$ cat config.mk
export PLATFORM = sky130hd
export DESIGN_NAME = irq_index_ctrl
export DESIGN_NICKNAME = d
export VERILOG_FILES = /design/src/rtl/irq_idx_pkg.sv /design/src/rtl/irq_prio_enc.sv /design/src/rtl/irq_status_core.sv /design/src/rtl/irq_index_ctrl.sv
export SDC_FILE = /design/constraint.sdc
export NUM_CORES = 1
export LEC_CHECK = 0
export ABC_AREA = 1
export ABC_CLOCK_PERIOD_IN_PS = 1500
export BUFFER_PORTS_ARGS = -buffer_cell sky130_fd_sc_hd__buf_4
export CORE_MARGIN = 4
export CORE_UTILIZATION = 47
export CTS_BUF_LIST = sky130_fd_sc_hd__clkbuf_2 sky130_fd_sc_hd__clkbuf_4 sky130_fd_sc_hd__clkbuf_8
export DETAILED_ROUTE_END_ITERATION = 16
export PLACE_DENSITY = 0.82
export SYNTH_ARGS = -nofsm -noshare
export SYNTH_HDL_FRONTEND = slang
export SYNTH_SLANG_ARGS = --single-unit
export TNS_END_PERCENT = 5
$ cat constraint.sdc
create_clock -name clk -period 1.5 [get_ports clk]
set_input_delay 0.075 -clock clk [delete_from_list [all_inputs] [get_ports clk]]
set_output_delay 0.075 -clock clk [all_outputs]
set_load 0.1 [all_outputs]
$ cat src/rtl/irq_idx_pkg.sv
package irq_idx_pkg;
    localparam logic [7:0] OFS_INDEX  = 8'h20;
    localparam logic [7:0] OFS_MASK   = 8'h28;
    localparam logic [7:0] OFS_RAW    = 8'h30;
    localparam logic [7:0] OFS_ENAB   = 8'h38;
    localparam logic [7:0] OFS_SET    = 8'h40;
    localparam logic [7:0] OFS_CLR    = 8'h48;
    localparam logic [7:0] OFS_MODE   = 8'hE0;

    localparam int MODE_W = 2;

    typedef enum logic [MODE_W-1:0] {
        LINE_OFF = 2'd0,
        LINE_SW  = 2'd1,
        LINE_HW  = 2'd2
    } line_mode_e;
endpackage

$ cat src/rtl/irq_prio_enc.sv
module irq_prio_enc #(
    parameter int N      = 9,
    parameter int CODE_W = $clog2(N + 1)
) (
    input  logic [N-1:0]      vec,
    output logic [CODE_W-1:0] code,
    output logic [N-1:0]      grant
);
    // Scan from the least urgent bit down so the lowest set bit wins.
    always_comb begin
        code  = '0;
        grant = '0;
        for (int i = N - 1; i >= 0; i--) begin
            if (vec[i]) begin
                code     = CODE_W'(i + 1);
                grant    = '0;
                grant[i] = 1'b1;
            end
        end
    end
endmodule

$ cat src/rtl/irq_status_core.sv
module irq_status_core
    import irq_idx_pkg::*;
#(
    parameter int NUM_EVT  = 9,
    parameter int DATA_W   = 32,
    parameter int IDLE_BIT = 6
) (
    input  logic                clk,
    input  logic                rst_n,
    input  logic [NUM_EVT-1:0]  evt_pulse,
    input  logic                busy,
    input  logic                wr_mask,
    input  logic                wr_set,
    input  logic                wr_clr,
    input  logic                wr_mode,
    input  logic [DATA_W-1:0]   wr_data,
    input  logic                ack_any,
    input  logic [NUM_EVT-1:0]  grant,
    output logic [NUM_EVT-1:0]  raw_q,
    output logic [NUM_EVT-1:0]  mask_q,
    output logic [MODE_W-1:0]   mode_q
);
    typedef struct packed {
        logic [NUM_EVT-1:0] raw;
        logic [NUM_EVT-1:0] mask;
        logic [MODE_W-1:0]  mode;
        logic               busy;
    } core_st_t;

    core_st_t st_d, st_q;
    logic [NUM_EVT-1:0] set_d, clr_d;

    always_comb begin
        st_d  = st_q;
        clr_d = '0;
        set_d = evt_pulse;
        if (wr_clr)  clr_d = clr_d | wr_data[NUM_EVT-1:0];
        if (ack_any) clr_d = clr_d | grant;
        if (wr_set)  set_d = set_d | wr_data[NUM_EVT-1:0];
        set_d[IDLE_BIT] = set_d[IDLE_BIT] | (st_q.busy & ~busy);
        // Sets are applied after clears so a colliding set survives.
        st_d.raw  = (st_q.raw & ~clr_d) | set_d;
        if (wr_mask) st_d.mask = wr_data[NUM_EVT-1:0];
        if (wr_mode) st_d.mode = wr_data[MODE_W-1:0];
        st_d.busy = busy;
    end

    always_ff @(posedge clk or negedge rst_n) begin
        if (!rst_n) begin
            st_q      <= '0;
            st_q.mode <= LINE_SW;
        end else begin
            st_q <= st_d;
        end
    end

    assign raw_q  = st_q.raw;
    assign mask_q = st_q.mask;
    assign mode_q = st_q.mode;
endmodule

$ cat src/rtl/irq_index_ctrl.sv
module irq_index_ctrl
    import irq_idx_pkg::*;
#(
    parameter int NUM_EVT  = 9,
    parameter int ADDR_W   = 8,
    parameter int DATA_W   = 32,
    parameter int IDLE_BIT = 6
) (
    input  logic                clk,
    input  logic                rst_n,
    input  logic [NUM_EVT-1:0]  evt_pulse,
    input  logic                busy,
    input  logic                hw_ack,
    input  logic [ADDR_W-1:0]   addr,
    input  logic                wr_en,
    input  logic [DATA_W-1:0]   wr_data,
    input  logic                rd_en,
    input  logic                rd_dbg,
    output logic [DATA_W-1:0]   rd_data,
    output logic                irq
);
    localparam int CODE_W = $clog2(NUM_EVT + 1);

    logic [NUM_EVT-1:0] raw_q, mask_q, enab, grant;
    logic [MODE_W-1:0]  mode_q;
    logic [CODE_W-1:0]  idx_code;
    logic               ack_cpu, ack_hw;

    assign enab    = raw_q & mask_q;
    assign ack_cpu = rd_en && !rd_dbg && (addr == ADDR_W'(OFS_INDEX));
    assign ack_hw  = hw_ack && (mode_q == LINE_HW);

    irq_prio_enc #(.N(NUM_EVT), .CODE_W(CODE_W)) enc_i (
        .vec   (enab),
        .code  (idx_code),
        .grant (grant)
    );

    irq_status_core #(.NUM_EVT(NUM_EVT), .DATA_W(DATA_W), .IDLE_BIT(IDLE_BIT)) core_i (
        .clk       (clk),
        .rst_n     (rst_n),
        .evt_pulse (evt_pulse),
        .busy      (busy),
        .wr_mask   (wr_en && (addr == ADDR_W'(OFS_MASK))),
        .wr_set    (wr_en && (addr == ADDR_W'(OFS_SET))),
        .wr_clr    (wr_en && (addr == ADDR_W'(OFS_CLR))),
        .wr_mode   (wr_en && (addr == ADDR_W'(OFS_MODE))),
        .wr_data   (wr_data),
        .ack_any   (ack_cpu || ack_hw),
        .grant     (grant),
        .raw_q     (raw_q),
        .mask_q    (mask_q),
        .mode_q    (mode_q)
    );

    always_comb begin
        rd_data = '0;
        if (rd_en) begin
            if (addr == ADDR_W'(OFS_INDEX)) rd_data = DATA_W'(idx_code);
            if (addr == ADDR_W'(OFS_MASK))  rd_data = DATA_W'(mask_q);
            if (addr == ADDR_W'(OFS_RAW))   rd_data = DATA_W'(raw_q);
            if (addr == ADDR_W'(OFS_ENAB))  rd_data = DATA_W'(enab);
            if (addr == ADDR_W'(OFS_MODE))  rd_data = DATA_W'(mode_q);
        end
    end

    assign irq = (|enab) && (mode_q != LINE_OFF);
endmodule

### After elaboration in Yosys (flattened, before gate mapping)

Cells that the tools add are included.

* bits in registers: 21
* bits in latches: 0
* bits in writable memories: 0
* memory bits (read-only): 0
* input bits: 56
* output and inout bits: 33
* logic and storage cells: 60
* memories kept: 0

* add/subtract/negate cells: 0
* multiply operators: 0
* div/mod/pow operators: 0
* magnitude comparators: 0
* equal/unequal tests: 8
* shift operators: 0
* muxes and demuxes: 27
* bitwise operators: 9
* reductions and logical operators: 12

Operators with widths (count)
* $mux 32: 5
* $mux 9: 12
* $mux 4: 10
* $eq 8x6->1 const B: 4
* $or 9x9->9: 3
* $and 9x9->9: 2
* $eq 8x7->1 const B: 2
* $not 9->9: 1
* $reduce_or 9->1: 1
* $eq 8x8->1 const B: 1
* $logic_and 1x1->1: 8
* $eq 2x2->1 const B: 1
* $reduce_bool 2->1: 1
* $and 1x1->1: 1
* $logic_not 1->1: 1
* $logic_or 1x1->1: 1
* $not 1->1: 1
* $or 1x1->1: 1

### Depth between registers and ports, before layout

Gate-level depths: netlist of run 1.

* depth in word-level cells: 16
* depth in mapped cells: 10
* gate-level depth less buffers: 10

### Modules after synthesis

A second synthesis of run 1 with hierarchy kept.

* cells, all modules: 327
* area, all modules: 2050.7 um2

Modules (own cells, without submodules)
* irq_status_core: times used 1, cells an instance 129, area an instance 1064.8 um2
* irq_index_ctrl: times used 1, cells an instance 159, area an instance 804.5 um2
* irq_prio_enc: times used 1, cells an instance 39, area an instance 181.4 um2

### Worst setup path before layout of run 1

No wires, ideal clock.

* path kind: reg-to-output
* start: register core_i.st_q, in the netlist core_i.mask_q[0]
* end: output rd_data[2]
* arrival: 2.459 ns
* required time: 1.425 ns
* setup slack: -1.034 ns
* stages on the path, launching flop included: 8
* buffers on the path: 0
* cells stage by stage: dfrtp_1 nand2_1 inv_1 nor2_2 nand3_1 nand2_1 nand3_1 a21oi_1

* longest elaborated chain between the ends: 8

Ends and longest elaborated chain
* from (decl): line irq_status_core.sv:30 `core_st_t st_d, st_q;`
* from (signal assigned): line irq_status_core.sv:53 `st_q <= st_d;`
* $and 9x9->9: line irq_index_ctrl.sv:29 `assign enab = raw_q & mask_q;`
* $mux 4: line irq_prio_enc.sv:14 `if (vec[i]) begin`
* $mux 4: line irq_index_ctrl.sv:59 `if (addr == ADDR_W'(OFS_INDEX)) rd_data = DATA_W'(idx_code);`
* $mux 32: line irq_index_ctrl.sv:60 `if (addr == ADDR_W'(OFS_MASK)) rd_data = DATA_W'(mask_q);`
* $mux 32: line irq_index_ctrl.sv:61 `if (addr == ADDR_W'(OFS_RAW)) rd_data = DATA_W'(raw_q);`
* $mux 32: line irq_index_ctrl.sv:62 `if (addr == ADDR_W'(OFS_ENAB)) rd_data = DATA_W'(enab);`
* $mux 32: line irq_index_ctrl.sv:63 `if (addr == ADDR_W'(OFS_MODE)) rd_data = DATA_W'(mode_q);`
* $mux 32: line irq_index_ctrl.sv:58 `if (rd_en) begin`
* to (decl): line irq_index_ctrl.sv:19 `output logic [DATA_W-1:0] rd_data,`

No other way between the ends.

### Worst setup path in the final report of run 1

* start: register core_i.st_q, in the netlist core_i.mask_q[4]
* end: output rd_data[3]

* longest elaborated chain between the ends: 12

Ends and longest elaborated chain (line)
* $and 9x9->9: irq_index_ctrl.sv:29
* $mux 4 (5 in series): irq_prio_enc.sv:14
* $mux 4: irq_index_ctrl.sv:59
* $mux 32: irq_index_ctrl.sv:60
* $mux 32: irq_index_ctrl.sv:61
* $mux 32: irq_index_ctrl.sv:62
* $mux 32: irq_index_ctrl.sv:63
* $mux 32: irq_index_ctrl.sv:58

No other way between the ends.

==> results of run 1 <==
==> routing by layer <==
| metal | GRT usage, % | share of wire (%) | vias up |
|---|---|---|---|
| li1 | - | - | 990 |
| met3 | 2.75 | 9.8 | 14 |
| met5 | 0 | 0 | - |
| met4 | 7.38 | 2.5 | 0 |
| met1 | 26.3 | 38 | 933 |
| met2 | 35.3 | 49 | 117 |
==> tightest hold or removal path, stage by stage <==
cell and delay [ns]:
buf_4 0.08, inv_1 0.04, o21ai_1 0.12
==> power by group through the flow <==
stage	Clock (mW)	Sequential (mW)	Combinational (mW)
2_1_floorplan	0	0.604	0.455
3_3_place_gp	0	0.603	0.572
3_5_place_dp	0	0.604	0.580
4_1_cts	0.373	0.594	0.601
5_1_grt	0.395	0.597	0.660
6_report	0.368	0.596	0.625
==> placed cells by master, fill, tap and decap left out, types with 8 or more instances in the layout <==
cell type	count
nand2_1	53
o21bai_1	17
nand2_2	14
o21ai_1	13
dfrtp_1	20
inv_2	9
nor2_1	8
conb_1	23
inv_1	24
nand3_1	11
o21ai_0	17
buf_4	74
==> stage by stage <==
stage	TNS, ns	hold WS, ns	utilization (%)	instances
after global routing	-1.80	0.0950	73.0	397
final	-1.09	0.0867	73.0	397
after floorplan	-0.413	-0.221	-	283
after CTS	-0.880	0.0896	70.5	394
after global placement	-0.0151	-0.0317	66.1	386
after detailed placement	-0.144	-0.0295	66.1	386
==> sequential cells by signal (all words and copies together) (netlist names) <==
| signal | cells |
|---|---|
| core_i.mode_q | 2 |
| core_i.mask_q | 9 |
| core_i.raw_q | 9 |
| core_i.st_q | 1 |
==> area by class of cell <==
cell class	count	area, um2
flip-flops and latches	21	527
well taps	48	60.1
repair buffers	86	739
inverters	34	131
multi-input cells	204	1170
fillers	290	990
clock buffers	3	41.3
clock inverters	1	5.00
==> repair_timing <==
item / 4_1_cts / 5_1_grt
gates resized for setup: 23 / 21
endpoints found under the hold margin: 22 / 0
setup endpoints to repair: 9 / 11
setup buffers: 2 / 3
hold buffers: 2 / 0
pin swaps: 8 / 9
==> kinds of logic (layout without fill, tap and decap cells) <==
family | count (synthesis) | count (layout) | share of synthesized area [%]
AO/OA/AOI/OAI | 64 | 64 | 21.3
other | 1 | 23 | 0.211
buffers and inverters | 58 | 124 | 17.2
flip-flops | 21 | 21 | 29.7
AND/OR/NAND/NOR | 117 | 117 | 31.6
==> final timing paths <==
path                                       start                to  slack [ns]  cells after the start
worst max-delay path            core_i.mask_q[4]        rd_data[3]       -0.23                     10
worst min-delay path                  wr_data[3]  core_i.mask_q[3]        0.09                      3
worst max register to register   core_i.raw_q[1]   core_i.raw_q[4]       -0.08                     10
worst min register to register  core_i.mode_q[0]  core_i.mode_q[0]        0.53                      2
max in group asynchronous                  rst_n  core_i.mode_q[0]        0.99                      2
min in group asynchronous                  rst_n   core_i.raw_q[7]        0.22                      2
==> flow_metrics.env, run 1 <==
export IMPL_p_total_mw=1.59
export IMPL_drv_slew=0
export IMPL_worst_slack_ns=-0.229
export IMPL_drive_gt1_share_pct=39.5
export IMPL_cts_root_buf="clkbuf_8"
export IMPL_routed_wl_um=5240
export IMPL_overflow=0
export IMPL_synthArstFlopShare_pct=100
export IMPL_grt_usage_pct=20.6
export IMPL_clk_pin_slew_ns=0.08
export IMPL_violations="negative setup slack"
export IMPL_synth_ff_type="dfrtp_1"
export IMPL_wl_per_cell_um=13.2
export IMPL_synth_edff_count=0
export IMPL_p_per_area_nw_per_um2=595
export IMPL_clock_power_share_pct=23.2
export IMPL_synthDistinctLibCells=30
export IMPL_antennaDiodeCount=0
export IMPL_antenna_found_initial=0
export IMPL_yosysMostFrequentCell="nand2_1"
export IMPL_synth_top_cell_by_area="dfrtp_1"
export IMPL_p_leak_nw=1.36
export IMPL_initial_core_util_pct=48.5
export IMPL_ys_seq_area_share_pct=29.7
export IMPL_gp_congestion=0.935
export IMPL_arrival_ns=1.65
export IMPL_synth_seq_cells=21
export IMPL_via_count=2054
export IMPL_core_um2=3660
export IMPL_post_dp_cell_area_um2=2420
export IMPL_p_int_mw=0.949
export IMPL_area_growth_syn_to_layout_pct=50.6
export IMPL_cp_end_kind="output port"
export IMPL_slowest_delay_ns=0.40
export IMPL_die_w_um=69.4
export IMPL_fin_skew_ns=0.00527
export IMPL_pre_cts_ws_ns=-0.0336
export IMPL_period_needed_ns=1.73
export IMPL_p_sw_share_pct=40.3
export IMPL_num_nets_final=406
export IMPL_cp_data_required_time_ns=1.42
export IMPL_yosysWarnings=0
export IMPL_avgSynthCellArea_um2=6.80
export IMPL_drt_first_pass_iters=4
export IMPL_p_seq_share_pct=37.5
export IMPL_rsz0062_at_grt="yes"
export IMPL_cp_max_fo=3
export IMPL_die_h_um=69.4
export IMPL_max_freq_mhz=578
export IMPL_worst_skew_pair_late_latency_ns=0.26
export IMPL_critPathKind="reg -> out"
export IMPL_switchingPower_mw=0.640
export IMPL_drt_iter0_drc=156
export IMPL_cts_tree="done"
export IMPL_syn_inst=261
export IMPL_first_global_vias=1849
export IMPL_finalCritPeriodShare_pct=115
export IMPL_h_tree_depth=1
export IMPL_grt_max_degree=22
export IMPL_drtAntennaViolNets=0
export IMPL_drv_cap=0
export IMPL_netlist_area_um2=1770
export IMPL_die_area_um2=4820
export IMPL_slowest_stage="dfrtp_1"
export IMPL_status="finished, violations left"
export IMPL_numCtsBuffers=3
export IMPL_cp_cell_sequence="nand2_2 -> nand2_1 -> inv_2 -> nand3_2 -> nor2_1 -> nand4_1 -> nand4_1 -> nand2_2 -> clkinvlp_4 -> buf_12"
export IMPL_ios=89
export IMPL_pwr_share_comb_pct=39.3
export IMPL_worstHoldPathType="in -> reg"
export IMPL_post_route_drc_count=0
export IMPL_grt_first_pass_wirelength_um=8200
export IMPL_cts_sinks=21
export IMPL_synth_top_area_share_pct=28.2
export IMPL_cts_buffer_depth=2
export IMPL_hold_viol_final=0
export IMPL_io_buffers=42
export IMPL_ir_drop_uv=547
export IMPL_setup_viol=9
export IMPL_crit_path_start_kind="register"
export IMPL_path_delay_family="simple AND/OR/NAND/NOR gates"
export IMPL_synth_commonest_cells="65 x nand2_1, 29 x inv_1, 23 x buf_4"
export IMPL_hpwl_um=4010
export IMPL_fin_area_um2=2670
export IMPL_vias_per_cell=5.17
export IMPL_std_cell_rows=22
export IMPL_synth_area_leaders="dfrtp_1 28%, nand2_1 14%, buf_4 9.7%, o21bai_1 7.2%, inv_1 6.1%"
export IMPL_critPathBufInv=3
Note: power is estimated with default switching activity, not from simulation.
==> inputs of run 2 (changes only) <==
--- a/config.mk
+++ b/config.mk
@@ -6,13 +6,14 @@
 export NUM_CORES = 1
 export LEC_CHECK = 0
 export ABC_AREA = 1
-export ABC_CLOCK_PERIOD_IN_PS = 1500
+export ABC_CLOCK_PERIOD_IN_PS = 1650
 export BUFFER_PORTS_ARGS = -buffer_cell sky130_fd_sc_hd__buf_4
 export CORE_MARGIN = 4
 export CORE_UTILIZATION = 47
 export CTS_BUF_LIST = sky130_fd_sc_hd__clkbuf_2 sky130_fd_sc_hd__clkbuf_4 sky130_fd_sc_hd__clkbuf_8
 export DETAILED_ROUTE_END_ITERATION = 16
 export PLACE_DENSITY = 0.82
+export SKIP_CTS_REPAIR_TIMING = 1
 export SYNTH_ARGS = -nofsm -noshare
 export SYNTH_HDL_FRONTEND = slang
 export SYNTH_SLANG_ARGS = --single-unit
==> constraint.sdc (replaced) <==
create_clock -name clk -period 1.65 [get_ports clk]
set_input_delay 0.0825 -clock clk [delete_from_list [all_inputs] [get_ports clk]]
set_output_delay 0.0825 -clock clk [all_outputs]
set_load 0.1 [all_outputs]
==> run 2 against run 1 <==
  * The flow still finishes with violations (negative setup slack)
  * Non-clock buffer count decreased by 19
  * Clock skew down 0.0030 ns
  * Clock power decreased by 4%
  * Final cell count fell by 4.8%
  * Routed wire length fell by 1.5%
  * Combinational power fell by 14%
  * Sequential share of layout area up 1.7 points
  * Largest cell class unchanged
  * Global-route usage down 0.39 points
  * Via count shrank 3.8%
  * Critical endpoint is now rd_data[2]
==> flow_metrics.env, run 2 (synthesis gave the netlist of run 1 again) <==
export IMPL_cp_max_fo=4
export IMPL_ir_drop_uv=374
export IMPL_gp_congestion=0.988
export IMPL_post_route_drc_count=0
export IMPL_p_per_area_nw_per_um2=584
export IMPL_critPathKind="reg -> out"
export IMPL_core_um2=3660
export IMPL_die_h_um=69.4
export IMPL_die_area_um2=4820
export IMPL_io_buffers=42
export IMPL_drive_gt1_share_pct=33.0
export IMPL_multi_input_area_um2=1110
export IMPL_area_growth_syn_to_layout_pct=38.4
export IMPL_first_global_vias=1839
export IMPL_via_count=1976
export IMPL_cts_sinks=21
export IMPL_overflow=0
export IMPL_cp_cell_sequence="nand2_2 -> nand2_2 -> nor2_4 -> nand3_2 -> nand2_2 -> nand3_2 -> a21oi_4 -> buf_12"
export IMPL_violations="negative setup slack"
export IMPL_drt_iter0_drc=122
export IMPL_wl_per_cell_um=13.6
export IMPL_fill_cells=319
export IMPL_grt_first_pass_wirelength_um=8050
export IMPL_fin_tns_setup_ns=-0.372
export IMPL_crit_path_frequent_cell="nand2_2"
export IMPL_drv_slew=0
export IMPL_grt_max_degree=22
export IMPL_grt_usage_pct=20.2
export IMPL_num_nets_final=387
export IMPL_cts_root_buf="clkbuf_8"
export IMPL_ff_latch_area_um2=527
export IMPL_slowest_stage="dfrtp_1"
export IMPL_arrival_ns=1.67
export IMPL_fin_skew_ns=0.00227
export IMPL_cts_tree="done"
export IMPL_hpwl_um=3750
export IMPL_antenna_found_initial=0
export IMPL_finalCritPeriodShare_pct=106
export IMPL_status="finished, violations left"
export IMPL_period_needed_ns=1.76
export IMPL_cts_buffer_depth=2
export IMPL_final_common_cell="buf_4"
export IMPL_initial_core_util_pct=48.5
export IMPL_slowest_delay_ns=0.42
export IMPL_fin_area_um2=2450
export IMPL_cp_end_kind="output port"
export IMPL_ios=89
export IMPL_post_dp_cell_area_um2=2200
export IMPL_h_tree_depth=1
export IMPL_worstHoldPathType="in -> reg"
export IMPL_cp_data_required_time_ns=1.57
export IMPL_antennaDiodeCount=0
export IMPL_drv_cap=0
export IMPL_routed_wl_um=5160
export IMPL_drt_first_pass_iters=4
export IMPL_worst_slack_ns=-0.107
export IMPL_hold_viol_final=0
export IMPL_die_w_um=69.4
export IMPL_p_leak_nw=1.27
export IMPL_clk_pin_slew_ns=0.07
export IMPL_vias_per_cell=5.23
export IMPL_crit_path_start_kind="register"
export IMPL_numCtsBuffers=3
export IMPL_worst_skew_pair_late_latency_ns=0.26
export IMPL_drtAntennaViolNets=0
export IMPL_p_total_mw=1.43
export IMPL_max_freq_mhz=569
export IMPL_mostFrequentLayoutCells="56 x buf_4, 55 x nand2_1, 26 x inv_1"
export IMPL_setup_viol=5
export IMPL_std_cell_rows=22
export IMPL_rsz0062_at_grt="yes"
==> run 2: cell count changes in the layout (fill, tap and decap cells not counted), sizes merged <==
cell	change
clkinvlp	-1
clkbuf	+1
clkinv	-1
inv	+1
buf	-19
==> run 2: cell type report <==
class,instances,share of cell area (%)
inverters,34,5.20
repair buffers,67,23.6
multi-input cells,204,45.3
well taps,48,2.45
clock buffers,4,1.99
flip-flops and latches,21,21.5
==> run 2: worst max-delay path: cells and delay by family, from the launching register on <==
kind / cells / cell delay, ns
compound gates: 1 / 0.19
flops: 1 / 0.42
buf+inv: 1 / 0.19
simple gates: 6 / 0.61
==> run 2: where the power goes <==
part / switching, mW / total [mW] / internal, mW
logic: 0.391 / 0.538 / 0.147
clock network: 0.164 / 0.353 / 0.188
registers: 0.0128 / 0.543 / 0.530
==> run 2: path summary, 6_finish.rpt <==
kind | depth (start not counted) | slack, ns | from | to
worst max-delay path | 8 | -0.11 | core_i.mask_q[1] | rd_data[2]
worst min-delay path | 3 | 0.10 | wr_data[5] | core_i.mask_q[5]
worst max register to register | 9 | 0.13 | core_i.mask_q[1] | core_i.raw_q[4]
worst min register to register | 2 | 0.53 | core_i.mode_q[0] | core_i.mode_q[0]
max in group asynchronous | 2 | 1.13 | rst_n | core_i.mode_q[0]
min in group asynchronous | 2 | 0.24 | rst_n | core_i.raw_q[5]
==> run 2: metal layers <==
| metal | share of wire [%] | GRT usage (%) | wire [um] | vias up |
|---|---|---|---|---|
| met5 | 0 | 0 | 0 | - |
| met4 | 1.8 | 9.33 | 93 | 0 |
| met3 | 7.9 | 3.19 | 409 | 16 |
| met2 | 49 | 32.8 | 2530 | 106 |
| met1 | 41 | 26.1 | 2130 | 903 |
| li1 | - | - | - | 951 |
==> run 2: metrics by stage <==
stage / std cells / hold slack (ns) / utilization [%] / setup slack, ns
floorplan: 283 / -0.213 / - / -0.168
global placement: 363 / -0.0192 / 60.0 / 0.0528
detailed placement: 363 / -0.0175 / 60.0 / 0.0274
CTS: 367 / -0.296 / 61.3 / -0.210
global route: 378 / 0.117 / 67.1 / -0.190
finish: 378 / 0.104 / 67.1 / -0.107
